`src/rtl/supply_lvl_pkg.sv`:
```
package supply_lvl_pkg;
  typedef enum logic [1:0] {
    ST_IDLE = 2'd0,
    ST_PEND = 2'd1,
    ST_MEAS = 2'd2
  } meas_state_e;

  localparam int unsigned CTL_START  = 0;
  localparam int unsigned CTL_BUSY   = 1;
  localparam int unsigned CTL_RESULT = 2;
  localparam int unsigned ADDR_CTL   = 0;
  localparam int unsigned ADDR_LVL   = 1;
endpackage

```
`src/rtl/tap_edge_sync.sv`:
```
module tap_edge_sync #(
  parameter int unsigned SYNC_STAGES = 2
) (
  input  logic clk_i,
  input  logic rst_ni,
  input  logic tap_i,
  output logic rise_o,
  output logic fall_o
);
  localparam int unsigned SH_W = SYNC_STAGES + 1;

  logic [SH_W-1:0] sh_q;

  always_ff @(posedge clk_i or negedge rst_ni) begin
    if (!rst_ni) sh_q <= '0;
    else         sh_q <= {sh_q[SH_W-2:0], tap_i};
  end

  assign rise_o = sh_q[SH_W-2] & ~sh_q[SH_W-1];
  assign fall_o = ~sh_q[SH_W-2] & sh_q[SH_W-1];
endmodule

```
`src/rtl/meas_ctrl.sv`:
```
module meas_ctrl
  import supply_lvl_pkg::*;
(
  input  logic clk_i,
  input  logic rst_ni,
  input  logic start_i,
  input  logic sleep_i,
  input  logic rise_i,
  input  logic fall_i,
  input  logic cmp_i,
  output logic busy_o,
  output logic en_o,
  output logic result_o
);
  meas_state_e state_q, state_d;
  logic        res_q, res_d;

  always_comb begin
    state_d = state_q;
    res_d   = res_q;
    unique case (state_q)
      ST_IDLE: if (start_i && !sleep_i) state_d = ST_PEND;
      ST_PEND: begin
        if (sleep_i)     state_d = ST_IDLE;
        else if (rise_i) state_d = ST_MEAS;
      end
      ST_MEAS: begin
        if (sleep_i) state_d = ST_IDLE;
        else if (fall_i) begin
          state_d = ST_IDLE;
          res_d   = cmp_i;  // last enabled cycle
        end
      end
      default: state_d = ST_IDLE;
    endcase
  end

  always_ff @(posedge clk_i or negedge rst_ni) begin
    if (!rst_ni) begin
      state_q <= ST_IDLE;
      res_q   <= 1'b0;
    end else begin
      state_q <= state_d;
      res_q   <= res_d;
    end
  end

  assign busy_o   = (state_q != ST_IDLE);
  assign en_o     = (state_q == ST_MEAS);
  assign result_o = res_q;

  assert_busy_from_start_R3: assert property (@(posedge clk_i) disable iff (!rst_ni)
    $rose(busy_o) |-> $past(start_i) && !$past(sleep_i));

  assert_open_on_rise_R4: assert property (@(posedge clk_i) disable iff (!rst_ni)
    $rose(en_o) |-> $past(rise_i));

  assert_result_held_R6: assert property (@(posedge clk_i) disable iff (!rst_ni)
    !(en_o && fall_i && !sleep_i) |=> $stable(result_o));

  assert_sleep_cancels_R8: assert property (@(posedge clk_i) disable iff (!rst_ni)
    sleep_i |=> !busy_o && !en_o);

  assert_start_ignored_busy_R7: assert property (@(posedge clk_i) disable iff (!rst_ni)
    (state_q == ST_PEND) && !rise_i && !sleep_i |=> state_q == ST_PEND);
endmodule

```
`src/rtl/lvl_regs.sv`:
```
module lvl_regs
  import supply_lvl_pkg::*;
#(
  parameter int unsigned DATA_W = 4,
  parameter int unsigned LVL_W  = 3,
  parameter int unsigned ADDR_W = 1
) (
  input  logic              clk_i,
  input  logic              rst_ni,
  input  logic              wr_en_i,
  input  logic [ADDR_W-1:0] addr_i,
  input  logic [DATA_W-1:0] wdata_i,
  input  logic              busy_i,
  input  logic              result_i,
  output logic              start_o,
  output logic [LVL_W-1:0]  level_o,
  output logic [DATA_W-1:0] rdata_o
);
  localparam logic [ADDR_W-1:0] A_CTL = ADDR_W'(ADDR_CTL);
  localparam logic [ADDR_W-1:0] A_LVL = ADDR_W'(ADDR_LVL);

  logic [LVL_W-1:0] level_q;
  logic             lvl_we;

  assign start_o = wr_en_i && (addr_i == A_CTL) && wdata_i[CTL_START];
  assign lvl_we  = wr_en_i && (addr_i == A_LVL) && !busy_i;  // frozen during measurement

  always_ff @(posedge clk_i or negedge rst_ni) begin
    if (!rst_ni)     level_q <= '0;
    else if (lvl_we) level_q <= wdata_i[LVL_W-1:0];
  end

  always_comb begin
    rdata_o = '0;
    if (addr_i == A_CTL) begin
      rdata_o[CTL_BUSY]   = busy_i;
      rdata_o[CTL_RESULT] = result_i;
    end else if (addr_i == A_LVL) begin
      rdata_o[LVL_W-1:0] = level_q;
    end
  end

  assign level_o = level_q;

  assert_level_frozen_R9: assert property (@(posedge clk_i) disable iff (!rst_ni)
    busy_i |=> $stable(level_o));

  assert_start_reads_zero_R2: assert property (@(posedge clk_i) disable iff (!rst_ni)
    (addr_i == A_CTL) |-> !rdata_o[CTL_START]);
endmodule

```
`src/rtl/supply_lvl_seq.sv`:
```
module supply_lvl_seq #(
  parameter int unsigned DATA_W      = 4,
  parameter int unsigned LVL_W       = 3,
  parameter int unsigned ADDR_W      = 1,
  parameter int unsigned SYNC_STAGES = 2
) (
  input  logic              clk_i,
  input  logic              rst_ni,
  input  logic              tap_i,
  input  logic              sleep_i,
  input  logic              cmp_i,
  input  logic              wr_en_i,
  input  logic [ADDR_W-1:0] addr_i,
  input  logic [DATA_W-1:0] wdata_i,
  output logic [DATA_W-1:0] rdata_o,
  output logic              cmp_en_o,
  output logic [LVL_W-1:0]  level_o
);
  logic rise, fall, start, busy, result;

  tap_edge_sync #(.SYNC_STAGES(SYNC_STAGES)) u_sync (
    .clk_i (clk_i),
    .rst_ni(rst_ni),
    .tap_i (tap_i),
    .rise_o(rise),
    .fall_o(fall)
  );

  meas_ctrl u_ctrl (
    .clk_i   (clk_i),
    .rst_ni  (rst_ni),
    .start_i (start),
    .sleep_i (sleep_i),
    .rise_i  (rise),
    .fall_i  (fall),
    .cmp_i   (cmp_i),
    .busy_o  (busy),
    .en_o    (cmp_en_o),
    .result_o(result)
  );

  lvl_regs #(.DATA_W(DATA_W), .LVL_W(LVL_W), .ADDR_W(ADDR_W)) u_regs (
    .clk_i   (clk_i),
    .rst_ni  (rst_ni),
    .wr_en_i (wr_en_i),
    .addr_i  (addr_i),
    .wdata_i (wdata_i),
    .busy_i  (busy),
    .result_i(result),
    .start_o (start),
    .level_o (level_o),
    .rdata_o (rdata_o)
  );
endmodule

```
`config.mk`:
```
export PLATFORM = sky130hd
export DESIGN_NAME = supply_lvl_seq
export DESIGN_NICKNAME = d
export VERILOG_FILES = /design/src/rtl/supply_lvl_pkg.sv /design/src/rtl/tap_edge_sync.sv /design/src/rtl/meas_ctrl.sv /design/src/rtl/lvl_regs.sv /design/src/rtl/supply_lvl_seq.sv
export SDC_FILE = /design/constraint.sdc
export NUM_CORES = 1
export LEC_CHECK = 0
export ABC_AREA = 1
export BUFFER_PORTS_ARGS = -buffer_cell sky130_fd_sc_hd__buf_4
export CAP_MARGIN = 30
export CORE_AREA = 10 10 47 49
export DETAILED_ROUTE_END_ITERATION = 10
export DIE_AREA = 0 0 57 59
export GPL_TIMING_DRIVEN = 1
export HOLD_SLACK_MARGIN = 0.15
export PLACE_DENSITY = 0.59
export RECOVER_POWER = 100
export SETUP_SLACK_MARGIN = 0.3
export SYNTH_ARGS = -nofsm -noshare
export SYNTH_HDL_FRONTEND = slang
export SYNTH_HIERARCHICAL = 1
export SYNTH_SLANG_ARGS = --single-unit
```
`constraint.sdc`:
```
create_clock -name clk_i -period 1.3 [get_ports clk_i]
set_clock_uncertainty 0.1 [all_clocks]
set_input_delay 0.13 -clock clk_i [delete_from_list [all_inputs] [get_ports clk_i]]
set_output_delay 0.13 -clock clk_i [all_outputs]
set_load 0.02 [all_outputs]
```
## Word-level counts from Yosys, hierarchy flattened

Index checks and enable logic that the tools add are counted.
W data, S select, Z words.

- Flip-flop bits (word level): 9
- Bits of input ports: 11
- Output and inout port bits: 8
- Logic and storage cells: 34

- Eq/ne operators: 5
- Muxes and demuxes: 8
- Bitwise operators: 6
- Reductions and logical operators: 11

Operator list:

| operator | number |
|---|---|
| $mux W2 | 6 |
| $pmux W2 S3 | 1 |
| $reduce_and A3 Y1 | 2 |
| $logic_and A1 B1 Y1 | 5 |
| $not A1 Y1 | 4 |
| $ne A3 B2 Y1 const B | 1 |
| $ne A3 B3 Y1 const B | 1 |
| $and A1 B1 Y1 | 2 |
| $eq A2 B1 Y1 const B | 1 |
| $eq A2 B2 Y1 const B | 1 |
| $logic_not A1 Y1 | 2 |
| $logic_not A2 Y1 | 1 |
| $ne A2 B1 Y1 const B | 1 |
| $reduce_bool A2 Y1 | 1 |
| $mux W1 | 1 |

## Depth between registers and ports, before layout

Gate-level depths: netlist of the first run.

- Word-level depth: 6
- Gate-level depth with buffers: 6

## Cells and area by module

Netlist of the first run, hierarchy kept.

Modules (own cells, without submodules):

| module | times used | cells an instance | area an instance (um^2) | sequential area each (um^2) |
|---|---|---|---|---|
| lvl_regs | 1 | 26 | 188.9 | 75.1 |
| meas_ctrl | 1 | 23 | 173.9 | 75.1 |
| tap_edge_sync | 1 | 7 | 90.1 | 75.1 |

## Least setup slack after synthesis of the first run

OpenSTA, ideal clock, no wires.

- Path kind: register to output
- From: reg u_ctrl.state_q[0]
- To: out rdata_o[1]
- Arrival: 903 ps
- Slack: 167 ps
- Stages on the path, launching flop included: 5
- Buffers on the path: 0
- Cells stage by stage: dfrtp_1 > nor2_1 > inv_1 > inv_2 > o21ai_1

- Longest elaborated chain between the ends: 2

RTL lines:

| element | line | text |
|---|---|---|
| start: declaration | meas_ctrl.sv:15 | `meas_state_e state_q, state_d;` |
| start signal: assignment | meas_ctrl.sv:43 | `state_q <= state_d;` |
| $reduce_bool A2 Y1 | meas_ctrl.sv:48 | `assign busy_o = (state_q != ST_IDLE);` |
| net busy | supply_lvl_seq.sv:19 | `logic rise, fall, start, busy, result;` |
| $mux W2 | lvl_regs.sv:35 | `if (addr_i == A_CTL) begin` |
| end: declaration | supply_lvl_seq.sv:15 | `output logic [DATA_W-1:0] rdata_o,` |

The timed path passes the listed nets, and every way through them passes these cells.

## Worst setup path in the final report of the first run

- From: reg u_ctrl.state_q[0]
- To: out cmp_en_o

- Longest elaborated chain between the ends: 1

RTL lines:

| element | line | text |
|---|---|---|
| $eq A2 B2 Y1 | meas_ctrl.sv:49 | `assign en_o = (state_q == ST_MEAS);` |
| end: declaration | supply_lvl_seq.sv:16 | `output logic cmp_en_o,` |

Every way passes these cells.

==> impl_metrics.ini, run 1 <==
[run_status]
outcome = finished, violations left
violations = negative setup slack

[placement]
place_area_sq_um = 586
pre_cts_slack_ns = 0.183
io_buffers = 16
gp_congestion = 0.680
hpwl_um = 792
post-place-cells = 87

[drt]
first_pass_iters = 4
via_count = 475
post_drt_wl_per_cell_um = 12.1
avgViaCountPerCell = 4.44
ant_nets = 0
drt-initial-drc-count = 11
finalWirelength_mm = 1.30
drc = 0

[sta]
worstMarginPinSlew_ns = 0.511
rsz0062_at_grt = true
slew_violations = 0
finalWorstSetupSlack_ns = -0.00182
setup_viol = 1
relSlewSlack_pct = 65.9
period_share_pct = 100
layout_min_cycle_time_ns = 1.30
hold_viol = 0
fmax_mhz = 768

[pwr]
p_per_area_mw_per_mm2 = 930
p_leak_nw = 0.405
ir_drop_v = 0.000568

[global_routing]
use_met2_pct = 13.8
grt_pass1_vias = 528
top_usage_layer = met2
antenna_found_initial = 0
gr-total-overflow = 0
grt.met3_usage_pct = 2.79
grtUsageMet1_pct = 7.96
grt_pass1_wl_mm = 2.15
grt_max_degree = 10
grt_usage_pct = 8.08

[critical_path]
rr_startpoint = u_ctrl/state_q[0]$_DFFE_PN0P_
rr_worst_depth = 6
slowest_stage = dfrtp_1
path_max_fanout = 3
cp_cell_sequence = buf_4, nor2_2, buf_6
endpoint_kind = output pin
path_buf_inv = 2
critPathTopFamily = flip-flops
reg2reg_to = u_ctrl/state_q[1]$_DFFE_PN0P_
critPathRequiredTime_ns = 1.07
critPathMaxStageDelay_ns = 0.39
crit_arrival_ns = 1.07
critPathKind = flop to output pin
cp-start-kind = flop
rrSetupSlack_ns = 0.06

[synth]
ys_ff_latch = 9
synthSimpleGateAreaFrac_pct = 32.0
syn_area_sq_um = 453
synth_xor_area_share_pct = 0
syn-num-nets = 67
yosysMostFrequentCell = nand2_1
synth_top_family_by_area = simple AND/OR/NAND/NOR gates
syn_inst = 56
synth.avg_cell_area_sq_um = 8.09
synth_top_area_share_pct = 49.7
yosys_warnings = 6
synth_edf_count = 0
seq_area_frac_synth_pct = 49.7
synth_area_leaders = dfrtp_1 50%, nand2_1 14%, inv_1 6.6%
synth_compound_area_share_pct = 4.97
synth_flop_cell = dfrtp_1
synth.area.mux_share_pct = 0
yosysUniqueCellTypes = 14
synthAdderAreaFrac_pct = 0
synthTopCellsByCount = 17 x nand2_1, 9 x dfrtp_1, 8 x inv_1, 5 x nor2_1, 4 x nand4_1
synth_top_cell_by_area = dfrtp_1
async_flop_share_pct = 100

[layout]
fin_nets = 103
final_area_sq_um = 771
drive_gt1_share_pct = 39.6
antenna_cells = 0
syn2layout_area_growth_pct = 70.2
instances_no_fill = 107

[job]
max_cap_viol_count = 0

[hold_path]
min_to = u_ctrl/state_q[0]$_DFFE_PN0P_
holdPathStages = 4
hp-start = sleep_i
worstHoldPathType = input port to flop

[clocking]
h-tree-depth = 1
hold_buffers = 8
cts_made_buffers = 3
cts_tree = yes
clk_pin_slew_ns = 0.06
clock_path_buffers = 2
cts_root_buf = clkbuf_4
clock_latency_ns = 0.26
cts.sinks = 9

[floorplanning]
die_w_um = 57
start_util_pct = 32.3
coreArea_sq_mm = 0.00140
num_io_pins = 19
dieArea_sq_mm = 0.00336
fp-row-count = 14
die_h_um = 59
[worst max-delay path by stage]
stage	from	end	slack (ns)	cells after the start
2_1_floorplan	u_ctrl/state_q[0]$_DFFE_PN0P_	u_regs/level_o[1]$_DFFE_PN0P_	0.25	6
3_3_place_gp	u_ctrl/state_q[1]$_DFFE_PN0P_	rdata_o[1]	0.18	5
3_5_place_dp	u_ctrl/state_q[1]$_DFFE_PN0P_	rdata_o[1]	0.18	5
5_1_grt	u_ctrl/state_q[1]$_DFFE_PN0P_	rdata_o[1]	-0.08	5
6_report	u_ctrl/state_q[0]$_DFFE_PN0P_	cmp_en_o	-0.002	3
4_1_cts	u_ctrl/state_q[1]$_DFFE_PN0P_	rdata_o[1]	-0.0006	5
[area by class of cell]
class	instances	area, sq um
clock buffers	3	22.5
clock inverters	1	5.00
fillers	143	631
inverters	10	40.0
multi-input cells	35	188
flip-flops and latches	9	225
well taps	16	20.0
repair buffers	33	270
[registers in the layout, indices dropped and copies added, names as in the netlist]
name and flops:
u_ctrl/result_o 1, u_regs/level_o 3, u_ctrl/state_q 2, u_sync/sh_q 3
[layer usage]
metal / wire length (um) / part of all wire (%) / vias up
li1: - / - / 242
met5: 0 / 0 / -
met1: 513 / 40 / 217
met3: 58 / 4.5 / 2
met4: 13 / 1.0 / 0
met2: 713 / 55 / 14
[per-stage QoR]
step / utilization [%] / total power [mW] / TNS (ns) / hold WS, ns
6_report: 55.0 / 0.717 / -0.00182 / 0.0778
5_1_grt: 55.0 / 0.767 / -0.246 / 0.0818
4_1_cts: 56.2 / 0.747 / -0.000594 / 0.0507
3_5_place_dp: 41.8 / 0.471 / 0 / -0.139
3_3_place_gp: 41.8 / 0.470 / 0 / -0.140
2_1_floorplan: - / 0.399 / 0 / -0.266
[power by group]
group          switching, mW  leakage (nW)  internal (mW)
Clock                  0.102        0.0177          0.113
Sequential            0.0154         0.114          0.300
Combinational         0.0999         0.273         0.0856
Total                  0.217         0.405          0.499
[cells by family after synthesis]
family | Yosys count
AOI/OAI and AO/OA | 4
buffers and inverters | 12
DFF | 9
and+or+nand+nor | 30
other | 1
[worst register-to-register path: cells and delay by family (launching register included)]
family | cells | cell delay, ns
buf+inv | 2 | 0.29
flops | 1 | 0.39
simple gates | 4 | 0.36
[cell usage in the layout, fill, tap and decap left out]
cell,netlist,routed
o31ai_1,1,1
nand4_1,4,4
dfrtp_1,9,9
buf_4,1,12
inv_2,2,1
dlygate4sd3_1,0,8
inv_4,0,1
nand2_2,0,4
o21ai_1,3,2
buf_2,0,1
nand2_1,17,13
clkinv_2,0,1
nor2_1,5,5
o21ai_2,0,1
clkbuf_1,0,4
clkbuf_2,0,1
nand3_2,2,1
clkbuf_4,0,4
buf_6,1,6
nor2_2,1,2
conb_1,1,1
inv_1,8,8
nand3_4,0,1
[what timing repair did]
item | 4_1_cts | 5_1_grt
gates resized for setup | 12 | 5
endpoints found under the hold margin | 16 | 12
setup buffers | 7 | 1
pin swaps | 7 | 3
endpoints found under the setup margin | 12 | 13
cloned | 0 | 0
Note: power is estimated with default switching activity, not from simulation.
==> inputs of run 2 (changes only) <==
--- a/config.mk
+++ b/config.mk
@@ -13,6 +13,7 @@
 export DIE_AREA = 0 0 57 59
 export GPL_TIMING_DRIVEN = 1
 export HOLD_SLACK_MARGIN = 0.15
+export MAX_ROUTING_LAYER = met4
 export PLACE_DENSITY = 0.59
 export RECOVER_POWER = 100
 export SETUP_SLACK_MARGIN = 0.3
==> run 2 against run 1 <==
The flow still finishes with violations (negative setup slack). Utilization is the same. Global-route usage up 0.23 points. Setup slack about the same. Final area is the same. Sequential power barely moved. Non-clock buffer count is the same. Total power is essentially flat. Hold slack about the same. First-iteration DRC count is the same. Largest power group unchanged.
==> impl_metrics.ini, run 2 (synthesis gave the netlist of run 1 again) <==
[pwr]
p_leak_nw = 0.405
power_mw = 0.717
p_per_area_mw_per_mm2 = 930
ir_drop_v = 0.000568

[floorplanning]
fp-row-count = 14
die_w_um = 57
start_util_pct = 32.3
dieArea_sq_mm = 0.00336
num_io_pins = 19
die_h_um = 59
coreArea_sq_mm = 0.00140

[clocking]
cts_tree = yes
clock_path_buffers = 2
h-tree-depth = 1
cts.sinks = 9
clock_latency_ns = 0.26
clk_pin_slew_ns = 0.06
hold_buffers = 8
cts_made_buffers = 3
cts_root_buf = clkbuf_4

[layout]
fin_nets = 103
final_cell_mix = 13 x nand2_1, 12 x buf_4, 9 x dfrtp_1
antenna_cells = 0
syn2layout_area_growth_pct = 70.2
drive_gt1_share_pct = 39.6
final_area_sq_um = 771
final_common_cell = nand2_1

[critical_path]
cp_cell_sequence = buf_4, nor2_2, buf_6
path_buf_inv = 2
endpoint_kind = output pin
critPathMaxStageDelay_ns = 0.39
critPathTopFamily = flip-flops
crit_arrival_ns = 1.07
cp-start-kind = flop
slowest_stage = dfrtp_1
critPathRequiredTime_ns = 1.07
critPathKind = flop to output pin
path_max_fanout = 3

[placement]
gp_congestion = 0.687
place_area_sq_um = 586
hpwl_um = 792
pre_cts_slack_ns = 0.183
io_buffers = 16

[global_routing]
gr-total-overflow = 0
grt_max_degree = 10
antenna_found_initial = 0
grt_pass1_vias = 528
grt_pass1_wl_mm = 2.16
grt_usage_pct = 8.31

[run_status]
outcome = finished, violations left
violations = negative setup slack

[drt]
avgViaCountPerCell = 4.44
drt-initial-drc-count = 11
finalWirelength_mm = 1.30
drc = 0
wl_met3_um = 58
first_pass_iters = 4
drt-met1-wl_um = 513
wl_met2_um = 713
post_drt_wl_per_cell_um = 12.1
topRoutingLayerUsed = met4
ant_nets = 0
via_count = 475

[sta]
worstMarginPinSlew_ns = 0.511
slew_violations = 0
relSlewSlack_pct = 65.9
layout_min_cycle_time_ns = 1.30
rsz0062_at_grt = true
finalWorstSetupSlack_ns = -0.00182
hold_viol = 0
period_share_pct = 100
setup_viol = 1
fmax_mhz = 768
setup_tns_ns = -0.00182

[hold_path]
worstHoldPathType = input port to flop

[job]
max_cap_viol_count = 0
-- run 2: path summary, 6_finish.rpt --
path / to / from / depth (start not counted) / slack, ns
setup reg to reg: u_ctrl/state_q[1]$_DFFE_PN0P_ / u_ctrl/state_q[0]$_DFFE_PN0P_ / 6 / 0.06
min in group asynchronous: u_sync/sh_q[0]$_DFF_PN0_ / rst_ni / 2 / 0.25
hold reg to reg: u_sync/sh_q[1]$_DFF_PN0_ / u_sync/sh_q[0]$_DFF_PN0_ / 0 / 0.25
max in group asynchronous: u_ctrl/state_q[0]$_DFFE_PN0P_ / rst_ni / 2 / 0.50
hold / removal: u_ctrl/state_q[0]$_DFFE_PN0P_ / sleep_i / 4 / 0.08
setup / recovery: cmp_en_o / u_ctrl/state_q[0]$_DFFE_PN0P_ / 3 / -0.002
-- run 2: cell type report --
class	count	area, sq um
Inverter	10	40.0
Fill cell	143	631
Multi-Input combinational cell	35	188
Timing Repair Buffer	33	270
Clock buffer	3	22.5
Sequential cell	9	225
Clock inverter	1	5.00
Tap cell	16	20.0
-- run 2: per-layer routing --
metal | up-vias | GRT usage, %
met5 | - | -
met3 | 2 | 2.36
met1 | 217 | 8.20
met4 | 0 | 6.04
met2 | 14 | 13.8
li1 | 242 | -
-- run 2: through the flow --
step	std cells	util (%)	hold slack (ns)
floorplan	56	-	-0.266
global placement	87	41.8	-0.140
detailed placement	87	41.8	-0.139
CTS	106	56.2	0.0507
global route	107	55.0	0.0818
finish	107	55.0	0.0778
-- run 2: timing repair --
action / 4_1_cts / 5_1_grt
buffers inserted: 7 / 1
endpoints found under the hold margin: 16 / 12
setup endpoints to repair: 12 / 13
gates resized for setup: 12 / 5
pin swaps: 7 / 3
-- run 2: report_power, final --
part | switching, mW | internal, mW | leakage (nW)
clock | 0.102 | 0.113 | 0.0177
combinational | 0.0999 | 0.0856 | 0.273
sequential | 0.0154 | 0.300 | 0.114
-- run 2: worst min-delay path, stage by stage --
cell and delay (ns):
buf_4 0.09, nor2_1 0.05, nand2_1 0.05, o31ai_1 0.06
==> inputs of run 3 (changes only) <==
--- a/config.mk
+++ b/config.mk
@@ -7,7 +7,7 @@
 export LEC_CHECK = 0
 export ABC_AREA = 1
 export BUFFER_PORTS_ARGS = -buffer_cell sky130_fd_sc_hd__buf_4
-export CAP_MARGIN = 30
+export CAP_MARGIN = 5
 export CORE_AREA = 10 10 47 49
 export DETAILED_ROUTE_END_ITERATION = 10
 export DIE_AREA = 0 0 57 59
@@ -16,6 +16,7 @@
 export MAX_ROUTING_LAYER = met4
 export PLACE_DENSITY = 0.59
 export RECOVER_POWER = 100
+export REMOVE_ABC_BUFFERS = 1
 export SETUP_SLACK_MARGIN = 0.3
 export SYNTH_ARGS = -nofsm -noshare
 export SYNTH_HDL_FRONTEND = slang
==> run 3 against run 2 <==
The run still ends with negative setup slack left. First-iteration DRC count is 91% lower. Critical path depth up 2. Utilization down 2.9 points. Combinational power fell by 7%.
==> impl_metrics.ini, run 3 (synthesis gave the netlist of run 1 again) <==
[clocking]
cts_root_buf = clkbuf_4
clock_path_buffers = 2
cts_tree = yes
cts_made_buffers = 3
h-tree-depth = 1
clock_latency_ns = 0.26
clk_pin_slew_ns = 0.06
cts.sinks = 9

[floorplanning]
die_w_um = 57
die_h_um = 59
dieArea_sq_mm = 0.00336
fp-row-count = 14
coreArea_sq_mm = 0.00140
start_util_pct = 32.3
num_io_pins = 19

[drt]
first_pass_iters = 2
finalWirelength_mm = 1.22
post_drt_wl_per_cell_um = 11.9
via_count = 463
ant_nets = 0
drc = 0
avgViaCountPerCell = 4.50
drt-initial-drc-count = 1

[layout]
final_area_sq_um = 729
final_cell_mix = 14 x nand2_1, 10 x buf_4, 9 x dfrtp_1
syn2layout_area_growth_pct = 61.0
antenna_cells = 0
nFillCells = 155
final_common_cell = nand2_1
seq_area_sq_um = 225
multi_input_area_sq_um = 190
drive_gt1_share_pct = 34.5
fin_nets = 99

[pwr]
power_mw = 0.703
ir_drop_v = 0.000672
p_per_area_mw_per_mm2 = 963
p_leak_nw = 0.382

[critical_path]
critPathRequiredTime_ns = 1.07
crit_arrival_ns = 1.07
endpoint_kind = output pin
path_max_fanout = 2
cp-start-kind = flop
critPathKind = flop to output pin

[sta]
period_share_pct = 100
slew_violations = 0
relSlewSlack_pct = 65.2
setup_viol = 1
worstMarginPinSlew_ns = 0.522
finalWorstSetupSlack_ns = -0.00247
fmax_mhz = 768
rsz0062_at_grt = true
hold_viol = 0
layout_min_cycle_time_ns = 1.30

[placement]
gp_congestion = 0.758
io_buffers = 16
hpwl_um = 775
place_area_sq_um = 582

[run_status]
violations = negative setup slack
outcome = finished, violations left

[global_routing]
grt_pass1_vias = 425
antenna_found_initial = 0
grt_max_degree = 10
grt_usage_pct = 7.33
grt_pass1_wl_mm = 1.86
gr-total-overflow = 0

[hold_path]
worstHoldPathType = input port to flop

[job]
max_cap_viol_count = 0
run 3: repair_timing:
action,4_1_cts,5_1_grt
pin swaps,4,4
setup buffers,3,1
gates resized for setup,7,9
gates cloned,0,0
setup endpoints to repair,12,13
hold buffers,9,1
endpoints found under the hold margin,16,13
run 3: layout make-up:
| cell class | instances | area share [%] |
|---|---|---|
| inverters | 10 | 5.49 |
| clock buffers | 4 | 3.60 |
| repair buffers | 29 | 31.2 |
| multi-input cells | 35 | 26.1 |
| flip-flops and latches | 9 | 30.9 |
| well taps | 16 | 2.74 |
run 3: final timing paths:
check,startpoint,slack (ns),end,cells past startpoint
max,u_ctrl/state_q[0]$_DFFE_PN0P_,-0.002,rdata_o[1],5
min,sleep_i,0.06,u_ctrl/state_q[1]$_DFFE_PN0P_,4
max reg2reg,u_ctrl/state_q[0]$_DFFE_PN0P_,0.01,u_regs/level_o[0]$_DFFE_PN0P_,8
min reg2reg,u_sync/sh_q[0]$_DFF_PN0_,0.25,u_sync/sh_q[1]$_DFF_PN0_,0
max in group asynchronous,rst_ni,0.49,u_sync/sh_q[2]$_DFF_PN0_,2
min in group asynchronous,rst_ni,0.25,u_regs/level_o[1]$_DFFE_PN0P_,2
run 3: worst max-delay path: stages, from the launching register on:
cell     delay, ns
dfrtp_1       0.38
nor2_2        0.13
inv_1         0.06
inv_2         0.07
o21ai_2       0.05
buf_6         0.12
run 3: per-stage QoR:
stage	setup WS [ns]	utilization (%)	TNS (ns)	hold WS, ns	instances
after floorplan	0.167	-	0	-0.266	54
after global placement	0.180	41.5	0	-0.137	87
after detailed placement	0.185	41.5	0	-0.137	87
after CTS	-0.0248	53.1	-0.0248	0.125	103
after global routing	-0.0550	52.1	-0.121	0.0644	103
final	-0.00247	52.1	-0.00247	0.0558	103
run 3: per-layer routing:
layer / GRT usage (%) / routed length, um / vias up
met2: 11.2 / 644 / 10
met4: 5.03 / 15 / 0
met1: 7.74 / 522 / 215
li1: - / - / 236
met3: 2.79 / 40 / 2
met5: - / 0 / -
run 3: report_power, final:
group	total (mW)	internal, mW	switching [mW]
clock network	0.213	0.118	0.0946
logic	0.173	0.0755	0.0975
registers	0.317	0.301	0.0164
total	0.703	0.494	0.208
